===== src/rtl/gpio_evt_irq.sv =====
module gpio_evt_irq #(
  parameter int NPINS = 8
) (
  input  logic             clk,
  input  logic             rst_n,
  input  logic [NPINS-1:0] pins_i,
  input  logic             wr_en,
  input  logic             rd_en,
  input  logic [2:0]       addr,
  input  logic [NPINS-1:0] wdata,
  output logic [NPINS-1:0] rdata,
  output logic             irq_n
);
  localparam int HALF = NPINS / 2;
  localparam logic [2:0] A_DATA = 3'd0, A_EN = 3'd1, A_SLO = 3'd2, A_SHI = 3'd3,
                         A_EVT = 3'd4, A_PND = 3'd5, A_MODE = 3'd6;

  logic [NPINS-1:0]   s1_q, s2_q, prev_q;
  logic [NPINS-1:0]   en_q, evt_q, pnd_q;
  logic [2*NPINS-1:0] sens_q;
  logic               manual_q;
  logic [NPINS-1:0]   hit, sens_clr;

  wire [NPINS-1:0] rise = s2_q & ~prev_q;
  wire [NPINS-1:0] fall = ~s2_q & prev_q;
  wire w1c_hit  = wr_en && (addr == A_EVT || addr == A_PND);
  wire auto_clr = rd_en && addr == A_DATA && !manual_q;
  wire [NPINS-1:0] clr_both = (w1c_hit ? wdata : '0) | sens_clr;

  for (genvar i = 0; i < NPINS; i++) begin : g_pin
    localparam int SLOT = (i < HALF) ? i : i - HALF;
    wire [1:0] fld = sens_q[2*i +: 2];
    wire       sel = wr_en && (addr == ((i < HALF) ? A_SLO : A_SHI));
    assign hit[i]      = (fld[0] & rise[i]) | (fld[1] & fall[i]);
    assign sens_clr[i] = sel && (wdata[2*SLOT +: 2] != fld);
  end

  always_ff @(posedge clk or negedge rst_n) begin
    if (!rst_n) begin
      s1_q <= '0; s2_q <= '0; prev_q <= '0;
      en_q <= '0; evt_q <= '0; pnd_q <= '0;
      sens_q <= '0; manual_q <= 1'b0;
    end else begin
      s1_q   <= pins_i;
      s2_q   <= s1_q;
      prev_q <= s2_q;
      evt_q  <= (evt_q & ~clr_both) | hit;
      pnd_q  <= (pnd_q & ~clr_both & {NPINS{!auto_clr}}) | (hit & en_q);
      if (wr_en) begin
        case (addr)
          A_EN:   en_q <= wdata;
          A_SLO:  sens_q[NPINS-1:0] <= wdata;
          A_SHI:  sens_q[2*NPINS-1:NPINS] <= wdata;
          A_MODE: manual_q <= wdata[0];
          default: ;
        endcase
      end
    end
  end

  always_comb begin
    rdata = '0;
    case (addr)
      A_DATA: rdata = s2_q;
      A_EN:   rdata = en_q;
      A_SLO:  rdata = sens_q[NPINS-1:0];
      A_SHI:  rdata = sens_q[2*NPINS-1:NPINS];
      A_EVT:  rdata = evt_q;
      A_PND:  rdata = pnd_q;
      A_MODE: rdata = {{(NPINS-1){1'b0}}, manual_q};
      default: rdata = '0;
    endcase
  end

  assign irq_n = ~|pnd_q;

  AST_EVT_NEEDS_EDGE: assert property (@(posedge clk) disable iff (!rst_n)
    (evt_q & ~$past(evt_q) & ~$past(hit)) == '0);
  AST_PND_NEEDS_EN: assert property (@(posedge clk) disable iff (!rst_n)
    (pnd_q & ~$past(pnd_q) & ~$past(en_q)) == '0);
  AST_W1C_CLEARS: assert property (@(posedge clk) disable iff (!rst_n)
    w1c_hit |=> (evt_q & $past(wdata) & ~$past(hit)) == '0);
  AST_IRQ_RELEASE: assert property (@(posedge clk) disable iff (!rst_n)
    $rose(irq_n) |-> $past(wr_en || rd_en));
  AST_PND_IN_EVT: assert property (@(posedge clk) disable iff (!rst_n)
    (pnd_q & ~evt_q) == '0);
endmodule


===== config.mk =====
export PLATFORM = sky130hd
export DESIGN_NAME = gpio_evt_irq
export DESIGN_NICKNAME = d
export VERILOG_FILES = /design/src/rtl/gpio_evt_irq.sv
export SDC_FILE = /design/constraint.sdc
export NUM_CORES = 1
export LEC_CHECK = 0
export BUFFER_PORTS_ARGS = -buffer_cell sky130_fd_sc_hd__buf_2
export CAP_MARGIN = 10
export CORE_MARGIN = 2
export CORE_UTILIZATION = 60
export DETAILED_ROUTE_END_ITERATION = 12
export PLACE_DENSITY = 0.78
export SLEW_MARGIN = 20
export SYNTH_ARGS = -nofsm -noshare
export SYNTH_HDL_FRONTEND = slang
export SYNTH_SLANG_ARGS = --single-unit

===== constraint.sdc =====
create_clock -name clk -period 3 [get_ports clk]
set_input_delay 0.3 -clock clk [delete_from_list [all_inputs] [get_ports clk]]
set_output_delay 0.3 -clock clk [all_outputs]
set_load 0.02 [all_outputs]

==> results of run 1 <==
==> placed cells by master (no fill, tap or decap), types with 2 or more instances in the layout <==
cell type   instances
a21oi_1             8
a22oi_1             2
a2bb2oi_1           2
buf_2              31
buf_4               5
bufinv_16           2
clkbuf_8           11
clkinvlp_4          2
dfrtp_1            65
inv_1               9
mux2_2              6
mux2_4              8
mux2i_1            12
mux4_2              2
nand2_1            64
nand2b_1            3
nand3b_1            6
nand4b_1            9
nor2_1              3
o21a_1              6
o21ai_0             9
o21ai_1             8
o221ai_1            5
o22a_1              3
o32ai_1             6
o32ai_2             2
or4_1               2
xnor2_1            16
==> final cells by class <==
class | instances | area [sq um]
Sequential cell | 65 | 1630
Fill cell | 385 | 1560
Multi-Input combinational cell | 192 | 1370
Timing Repair Buffer | 37 | 203
Clock buffer | 12 | 155
Tap cell | 70 | 87.6
Clock inverter | 4 | 75.1
Inverter | 9 | 33.8
==> state kept, by name (all words and copies together), names as in the netlist <==
signal / cells
manual_q: 1
prev_q: 8
pnd_q: 8
evt_q: 8
s2_q: 8
sens_q: 16
en_q: 8
s1_q: 8
==> power by group <==
part	internal (mW)	switching [mW]	total (mW)
logic	0.253	0.259	0.512
clock network	0.513	0.330	0.843
registers	1.04	0.151	1.19
total	1.81	0.739	2.55
==> what timing repair did <==
| item | 4_1_cts | 5_1_grt |
|---|---|---|
| resized for setup | 0 | 0 |
| hold buffers | 1 | 0 |
| hold endpoints to repair | 18 | 0 |
==> metal layers <==
metal | up-vias | wire, microns | global-route usage
li1 | 1057 | - | -
met5 | - | 0 | 0
met4 | 0 | 153 | 0.109
met2 | 75 | 3220 | 0.395
met3 | 16 | 413 | 0.0865
met1 | 1140 | 3120 | 0.346
==> cell families after synthesis <==
family                 after synthesis  share of synthesized area
AND/OR/NAND/NOR                     95                      0.157
XOR/XNOR                            16                     0.0443
flip-flops                          65                      0.514
buffers and inverters               31                     0.0550
AO/OA/AOI/OAI                       53                      0.118
multiplexers                        28                      0.112
==> worst paths after layout <==
path,start,end,slack (ns),depth (start not counted)
min in group asynchronous,rst_n,en_q[4],0.43,2
hold / removal,pins_i[7],s1_q[7],0.05,1
hold reg to reg,s1_q[3],s2_q[3],0.35,0
max in group asynchronous,rst_n,prev_q[6],1.83,3
setup reg to reg,manual_q,pnd_q[7],1.75,3
setup / recovery,addr[0],rdata[0],1.05,5
==> critical path: cells and delay by family <==
kind	cells	cell delay (ns)
buffers and inverters	2	0.63
muxes	1	0.57
and+or+nand+nor	1	0.09
AOI/OAI and AO/OA	1	0.04
==> metrics.md, run 1 <==
| Metric | Value |
|---|---|
| Max-slew violation count | `0` |
| CTS max path bufs | `2` |
| Area Overhead vs Synth | `12.2%` |
| First-pass GRT wire length | `11.5 mm` |
| Top-count cell post-synth | `dfrtp_1` |
| Share of cells above drive strength 1 | `0.232` |
| Routed vias/inst | `5.88` |
| Avg WL per Cell | `17.8 microns` |
| Top post-synthesis cells by area | `dfrtp_1, nand2_1, xnor2_1` |
| Post-synth cell types | `36` |
| Non-Filler Instances | `389` |
| Required @ worst endpoint | `2.70 ns` |
| Worst Skew | `0.00595 ns` |
| DP Cell Count | `372` |
| Pin count of the biggest net entering global routing | `31` |
| Setup violations, final | `0` |
| Cell Area, Synth | `3160 sq um` |
| CP max-delay cell | `mux4_2` |
| IO Port Bufs | `31` |
| Post-CTS setup buffers | `0` |
| Full die area | `5870 sq um` |
| CP max stage delay | `0.57 ns` |
| Mean Syn Cell Area | `11.0 sq um` |
| Setup Crit Path Kind | `primary input to output port` |
| PwrDens | `718 nW/um^2` |
| CTS tree | `built` |
| Post-Syn Instances | `288` |
| Sequential fraction of the synthesis area | `0.514` |
| Crit path arrival time | `1.65 ns` |
| Rows | `26` |
| IO Pins | `32` |
| Largest area contributor in the netlist | `dfrtp_1` |
| Worst hold-check path type | `primary input to flip-flop` |
| Yosys Warn Count | `0` |
| ANT nets after route | `0` |
| Max Clk Rate | `0.514 GHz` |
| Clk slew on worst S/H paths | `0.07 ns` |
| Crit-path cells | `buf_2 -> mux4_2 -> nor2_1 -> a21oi_1 -> buf_2` |
| Post-synth top cells | `dfrtp_1, nand2_1, xnor2_1` |
| Clock tree root driver cell | `clkbuf_8` |
| Status | `complete, no violations` |
| Core box area | `5110 sq um` |
| First drt pass iteration count | `5` |
| Diodes inserted | `0` |
| Grt total ovfl | `0` |
| Final period util | `0.649` |
| Design area | `3550 sq um` |
| Die X | `76.6 microns` |
| WL final | `6.91 mm` |
| Initial Utilization | `0.619` |
| Peak supply drop | `0.375 mV` |
| Minimum hold slack | `0.0522 ns` |
| Nets | `337` |
| Clock Latency Late Sink | `0.35 ns` |
| DRC viols | `0` |
| Initial drt markers | `166` |
| Total power draw | `2.55 mW` |
| Crit end category | `output port` |
| Worst Path Max Fanout | `23` |
| Global placement routability congestion | `0.870` |
| Via count | `2,288` |
| Chip height | `76.6 microns` |
| Syn Nets | `311` |
| Yosys top cell area share | `0.514` |
| Vias in the first global route | `2,271` |
| Post-synth EDFFs | `0` |
| Startpoint type of the worst setup path | `primary input` |
| Total of max-cap violations | `0` |
| H-tree depth | `3` |
| Asr flop ratio synth | `1.00` |
| Ys flop type | `dfrtp_1` |
| Leakage | `1.61 nW` |
| TritonCTS buffer count | `9` |
| Setup TNS | `0 ns` |
| Pre-CTS WS | `1.06 ns` |
| CP most frequent cell | `buf_2` |
| Period minus WS final | `1.95 ns` |
| Final Hold Fails | `0` |
| Final core occ | `0.695` |
| Initial antenna violation count | `0` |
| DP HPWL | `4.80 mm` |
| Worst slew pin tran | `0.576 ns` |
| Clock Sinks | `65` |
| GRT Resource Usage Total | `0.260` |
| Dpl cell area | `3310 sq um` |
| RSZ-0062 raised after global routing | `false` |
| Yosys reg bits | `65` |
| Slew headroom | `0.616` |
| Final WS setup | `1.05 ns` |
Note: power is estimated with default switching activity, not from simulation.
==> run 2, diff against run 1 <==
Settings changed: CORE_UTILIZATION 60 to 53, PLACE_DENSITY 0.78 to 0.73.
Clock period 3 ns to 1.7 ns, I/O delays scaled along.
==> run 2 against run 1 <==
Net effect: the run now ends with negative setup slack left; worst setup slack lost 1.1 ns; cell count grew 6.4%; cell area grew 6.5%; clock power grew 68%; critical path type is now flip-flop to output port.
==> metrics.md, run 2 (synthesized netlist as in run 1, its figures left out) <==
| Metric | Value |
|---|---|
| Status | `finished, violations left` |
| Failing checks | `negative setup slack` |
| Share of cells above drive strength 1 | `0.277 (+0.0453)` |
| Design area | `3780 sq um (+6.5%)` |
| P_int | `3.20 mW (+77%)` |
| Hold Crit Depth | `3 (+2)` |
| Slew headroom | `0.640 (+0.0236)` |
| Crit path arrival time | `1.57 ns (-0.08 ns)` |
| Worst Path Max Fanout | `3 (-87%)` |
| Hold EP | `sens_q[6]` |
| CTS tree | `built` |
| Vias in the first global route | `2,307 (+1.6%)` |
| Clock share of power | `0.312 (-0.019)` |
| Fillers | `453 (+18%)` |
| Max reg flops | `16 (unchanged)` |
| First-pass GRT wire length | `11.6 mm (+0.24%)` |
| Total power draw | `4.55 mW (+79%)` |
| Commonest non-fill, non-tap cell in the layout | `dfrtp_1` |
| Initial Utilization | `0.540 (-0.0786)` |
| Flop pwr share | `0.460 (-0.008)` |
| Final Hold Fails | `0 (unchanged)` |
| Nets | `357 (+5.9%)` |
| Most frequent cells in the layout | `dfrtp_1, nand2_1, buf_2` |
| IO Port Bufs | `31 (unchanged)` |
| Net Sw Frac | `0.297 (+0.00701)` |
| TritonCTS buffer count | `9 (unchanged)` |
| Reg-to-reg endpoint | `pnd_q[5]` |
| Max Clk Rate | `0.576 GHz` |
| Clk slew on worst S/H paths | `0.07 ns (about the same)` |
| First drt pass iteration count | `4 (-1)` |
| Clock tree root driver cell | `clkbuf_8` |
| Initial antenna violation count | `0 (unchanged)` |
| Pre-CTS WS | `0.137 ns (-0.924 ns)` |
| Initial drt markers | `191 (+15%)` |
| Hold_sp | `wdata[6]` |
| Reg2Reg Depth | `3 (unchanged)` |
| Clock Latency Late Sink | `0.35 ns (about the same)` |
| RR Startpoint | `manual_q` |
| Worst hold-check path type | `primary input to flip-flop` |
| Diodes inserted | `0 (unchanged)` |
| DRC viols | `0 (unchanged)` |
| Full die area | `6600 sq um (+12%)` |
| Worst slew pin tran | `0.541 ns (-0.0355 ns)` |
| Leakage | `1.71 nW (+6.0%)` |
| Via count | `2,345 (+2.5%)` |
| Dpl cell area | `3380 sq um (+2.2%)` |
| Chip height | `81.2 microns (+6.1%)` |
| H-tree depth | `3 (unchanged)` |
| Avg WL per Cell | `17.4 microns (-1.8%)` |
| Setup violations, final | `2 (+2)` |
| IO Pins | `32 (unchanged)` |
| ANT nets after route | `0 (unchanged)` |
| DP HPWL | `4.86 mm (+1.2%)` |
| WL final | `7.22 mm (+4.5%)` |
| Grt total ovfl | `0 (unchanged)` |
| Pin count of the biggest net entering global routing | `66 (+110%)` |
| Peak supply drop | `0.802 mV (+110%)` |
| Final WS setup | `-0.0373 ns (-1.09 ns)` |
| Gate power share | `0.228 (+0.027)` |
| Worst Skew | `0.00578 ns (-0.000166 ns)` |
| Crit end category | `output port` |
| Routed vias/inst | `5.66 (-3.7%)` |
| Core box area | `5850 sq um (+15%)` |
| Period minus WS final | `1.74 ns` |
| Largest register by flop count | `sens_q` |
| Setup TNS | `-0.0701 ns (-0.0701 ns)` |
| Total of max-cap violations | `0 (unchanged)` |
| Max-slew violation count | `0 (unchanged)` |
| R2R setup slack | `0.41 ns (-1.34 ns)` |
| Final period util | `1.02` |
| Non-Filler Instances | `414 (+6.4%)` |
| Required @ worst endpoint | `1.53 ns (-1.17 ns)` |
| Die X | `81.2 microns (+6.1%)` |
| RSZ-0062 raised after global routing | `true` |
| Area Overhead vs Synth | `19.5%` |
| CTS max path bufs | `2 (unchanged)` |
| P_sw | `1.35 mW (+83%)` |
| Rows | `28 (+7.7%)` |
| Clock Sinks | `65 (unchanged)` |
| DP Cell Count | `384 (+3.2%)` |
| PwrDens | `1200 nW/um^2 (+68%)` |
| GRT Resource Usage Total | `0.242 (-0.0184)` |
| Startpoint type of the worst setup path | `flip-flop` |
| Global placement routability congestion | `0.877 (+0.86%)` |
| Setup Crit Path Kind | `flip-flop to output port` |
run 2: power by group through the flow:
| stage | combinational (mW) | clock, mW | sequential [mW] |
|---|---|---|---|
| floorplan | 0.700 | 0 | 2.02 |
| global placement | 0.880 | 0 | 2.11 |
| detailed placement | 0.915 | 0 | 2.11 |
| CTS | 0.990 | 1.45 | 2.08 |
| global route | 1.13 | 1.51 | 2.12 |
| finish | 1.04 | 1.42 | 2.09 |
run 2: how the worst max path moves through the flow:
stage              from  endpoint  slack, ns  cells after the start
2_1_floorplan  pnd_q[5]     irq_n       0.35                      2
3_3_place_gp    addr[0]  pnd_q[6]       0.19                      5
3_5_place_dp    addr[0]  pnd_q[6]       0.14                      5
4_1_cts        pnd_q[1]     irq_n      -0.05                      3
5_1_grt        pnd_q[0]  rdata[0]       -0.1                      4
6_report       pnd_q[0]  rdata[0]      -0.04                      4
run 2: worst max-delay path, cell delays in order (launching register included):
cell,delay (ns)
dfrtp_1,0.40
mux4_2,0.48
nor2_2,0.13
a21oi_2,0.05
buf_6,0.15
run 2: timing repair:
item | in CTS | in global routing
hold endpoints to repair | 73 | 0
resized for setup | 8 | 9
setup endpoints to repair | 4 | 5
hold buffers | 9 | 0
buffers inserted | 4 | 1
pin swaps | 3 | 4
run 2: per-layer routing:
metal / vias up / global-route usage / share of wire / wire [microns]
met5: - / 0 / 0 / 0
met4: 0 / 0.0797 / 0.016 / 112
met3: 18 / 0.0822 / 0.076 / 546
met2: 75 / 0.373 / 0.47 / 3360
met1: 1160 / 0.322 / 0.44 / 3190
li1: 1092 / - / - / -
run 2: area by class of cell:
type	instances	area, sq um	share of cell area
Inverter	9	33.8	0.00894
Clock buffer	11	131	0.0348
Tap cell	75	93.8	0.0248
Timing Repair Buffer	57	407	0.108
Multi-Input combinational cell	192	1410	0.372
Clock inverter	5	80.1	0.0212
Sequential cell	65	1630	0.430
run 2: through the flow:
step           utilization  hold WS [ns]
3_5_place_dp         0.578         0.211
5_1_grt              0.646         0.101
3_3_place_gp         0.578         0.209
2_1_floorplan            -        -0.126
6_report             0.646         0.102
4_1_cts              0.639        0.0872
==> run 3, diff against run 2 <==
Settings changed: PLACE_DENSITY 0.73 to 0.8.
==> run 3 against run 2 <==
Net effect: combinational power about the same; non-clock buffer count rose by 2; sequential share of layout area rose by 0.13 points; cell area down 0.30%; fmax up 1.8%; the run still ends with negative setup slack left; clock skew rose by 0.00094 ns; sequential power hardly changed; count of clock-buffer cells in the layout rose by 2; highest routed layer unchanged.
==> metrics.md, run 3 (synthesized netlist as in run 1, its figures left out) <==
| Metric | Value |
|---|---|
| Status | `finished, violations left` |
| Failing checks | `negative setup slack` |
| IO Port Bufs | `31 (unchanged)` |
| Leakage | `1.72 nW (+0.44%)` |
| Hold_sp | `wdata[5]` |
| Max-slew violation count | `0 (unchanged)` |
| GR peak layer | `met2` |
| Reg-to-reg endpoint | `pnd_q[4]` |
| Max Clk Rate | `0.586 GHz (+1.8%)` |
| Crit end category | `output port` |
| Chip height | `81.2 microns (unchanged)` |
| Worst slew pin tran | `0.507 ns (-0.0333 ns)` |
| Final Hold Fails | `0 (unchanged)` |
| DRC viols | `0 (unchanged)` |
| Grt total ovfl | `0 (unchanged)` |
| Routed vias/inst | `5.60 (-1.2%)` |
| Pre-CTS WS | `0.182 ns (+0.0446 ns)` |
| Initial antenna violation count | `0 (unchanged)` |
| Vias in the first global route | `2,293 (-0.61%)` |
| Slew headroom | `0.662 (+0.0222)` |
| Nets | `359 (+0.56%)` |
| Initial Utilization | `0.540 (unchanged)` |
| DP HPWL | `5.00 mm (+3.0%)` |
| Required @ worst endpoint | `1.53 ns (about the same)` |
| CP endpoint | `rdata[1]` |
| Clk slew on worst S/H paths | `0.06 ns (about the same)` |
| Diodes inserted | `0 (unchanged)` |
| Pin count of the biggest net entering global routing | `37 (-44%)` |
| Non-Filler Instances | `416 (+0.48%)` |
| Clock Sinks | `65 (unchanged)` |
| Grt met2 use | `0.379 (+0.00579)` |
| CTS max path bufs | `2 (unchanged)` |
| Met3 Use GR | `0.0611 (-0.0211)` |
| M1 GR Usage | `0.300 (-0.0229)` |
| Global placement routability congestion | `0.932 (+6.2%)` |
| WL final | `6.95 mm (-3.6%)` |
| Final period util | `1.00 (-0.0183)` |
| Worst Path Max Fanout | `2 (-1)` |
| Share of cells above drive strength 1 | `0.276 (-0.00163)` |
| Full die area | `6600 sq um (unchanged)` |
| Total power draw | `4.39 mW (-3.6%)` |
| Die X | `81.2 microns (unchanged)` |
| Avg WL per Cell | `16.7 microns (-4.1%)` |
| Clock tree root driver cell | `clkbuf_8` |
| Via count | `2,329 (-0.68%)` |
| Minimum hold slack | `0.126 ns (+0.0241 ns)` |
| First drt pass iteration count | `4 (unchanged)` |
| Largest register by flop count | `sens_q` |
| Worst hold-check path type | `primary input to flip-flop` |
| Commonest non-fill, non-tap cell in the layout | `dfrtp_1` |
| Max reg flops | `16 (unchanged)` |
| IO Pins | `32 (unchanged)` |
| Peak supply drop | `0.767 mV (-4.4%)` |
| CTS tree | `built` |
| DP Cell Count | `387 (+0.78%)` |
| Worst Setup SP | `sens_q[9]` |
| R2R setup slack | `0.51 ns (+0.10 ns)` |
| Crit path arrival time | `1.54 ns (-0.03 ns)` |
| Initial drt markers | `219 (+15%)` |
| PwrDens | `1160 nW/um^2 (-3.3%)` |
| RSZ-0062 raised after global routing | `true` |
| Setup Crit Path Kind | `flip-flop to output port` |
| Worst Skew | `0.00672 ns (+0.000938 ns)` |
| RR Startpoint | `sens_q[9]` |
| ANT nets after route | `0 (unchanged)` |
| Most frequent cells in the layout | `dfrtp_1, nand2_1, buf_2` |
| Setup violations, final | `1 (-1)` |
| TritonCTS buffer count | `9 (unchanged)` |
| Reg2Reg Depth | `4 (+1)` |
| Clock Latency Late Sink | `0.34 ns (about the same)` |
| First-pass GRT wire length | `11.2 mm (-3.0%)` |
| Total of max-cap violations | `0 (unchanged)` |
| Startpoint type of the worst setup path | `flip-flop` |
| Rows | `28 (unchanged)` |
| Core box area | `5850 sq um (unchanged)` |
| Period minus WS final | `1.71 ns (-0.0311 ns)` |
| H-tree depth | `3 (unchanged)` |
| Final WS setup | `-0.00623 ns (+0.0311 ns)` |
| GRT Resource Usage Total | `0.232 (-0.0102)` |
| Area Overhead vs Synth | `19.2%` |
run 3: worst min-delay path by stage:
stage	cells past startpoint	slack [ns]	endpoint
floorplan	0	-0.13	en_q[0]
global placement	1	0.12	s1_q[1]
detailed placement	1	0.12	s1_q[1]
CTS	3	0.11	sens_q[7]
global route	3	0.13	sens_q[6]
finish	3	0.13	sens_q[5]
run 3: final cells by class:
cell class	instances	area, sq um
fill	444	2080
sequential	65	1630
multi-input combinational	192	1410
timing repair buffer	59	420
clock buffer	13	149
tap	75	93.8
clock inverter	3	40.0
inverter	9	33.8
run 3: what timing repair did:
item,CTS,global route
hold buffers,9,0
setup buffers,4,0
gates resized for setup,14,2
hold endpoints to repair,23,0
setup endpoints to repair,5,5
pin swaps,4,0
run 3: critical path, cell delays in order (launching register included):
cell     delay (ns)
dfrtp_1        0.41
mux4_2         0.49
inv_2          0.07
o22ai_2        0.08
buf_6          0.15
run 3: layer usage:
layer | vias to the layer above | part of all wire
li1 | 1103 | -
met1 | 1148 | 0.44
met2 | 69 | 0.50
met3 | 9 | 0.058
met4 | 0 | 0.010
met5 | - | 0
run 3: power breakdown:
group	leakage, nW	switching [mW]	internal, mW
Sequential	0.773	0.263	1.84
Clock	0.0974	0.551	0.714
Combinational	0.846	0.488	0.534
Total	1.72	1.30	3.09
run 3: through the flow:
stage / setup TNS, ns / util / area (sq um)
after floorplan: 0 / - / 3160
after global placement: 0 / 0.581 / 3400
after detailed placement: 0 / 0.581 / 3400
after CTS: -0.0217 / 0.642 / 3760
after global routing: -0.134 / 0.644 / 3770
final: -0.00623 / 0.644 / 3770
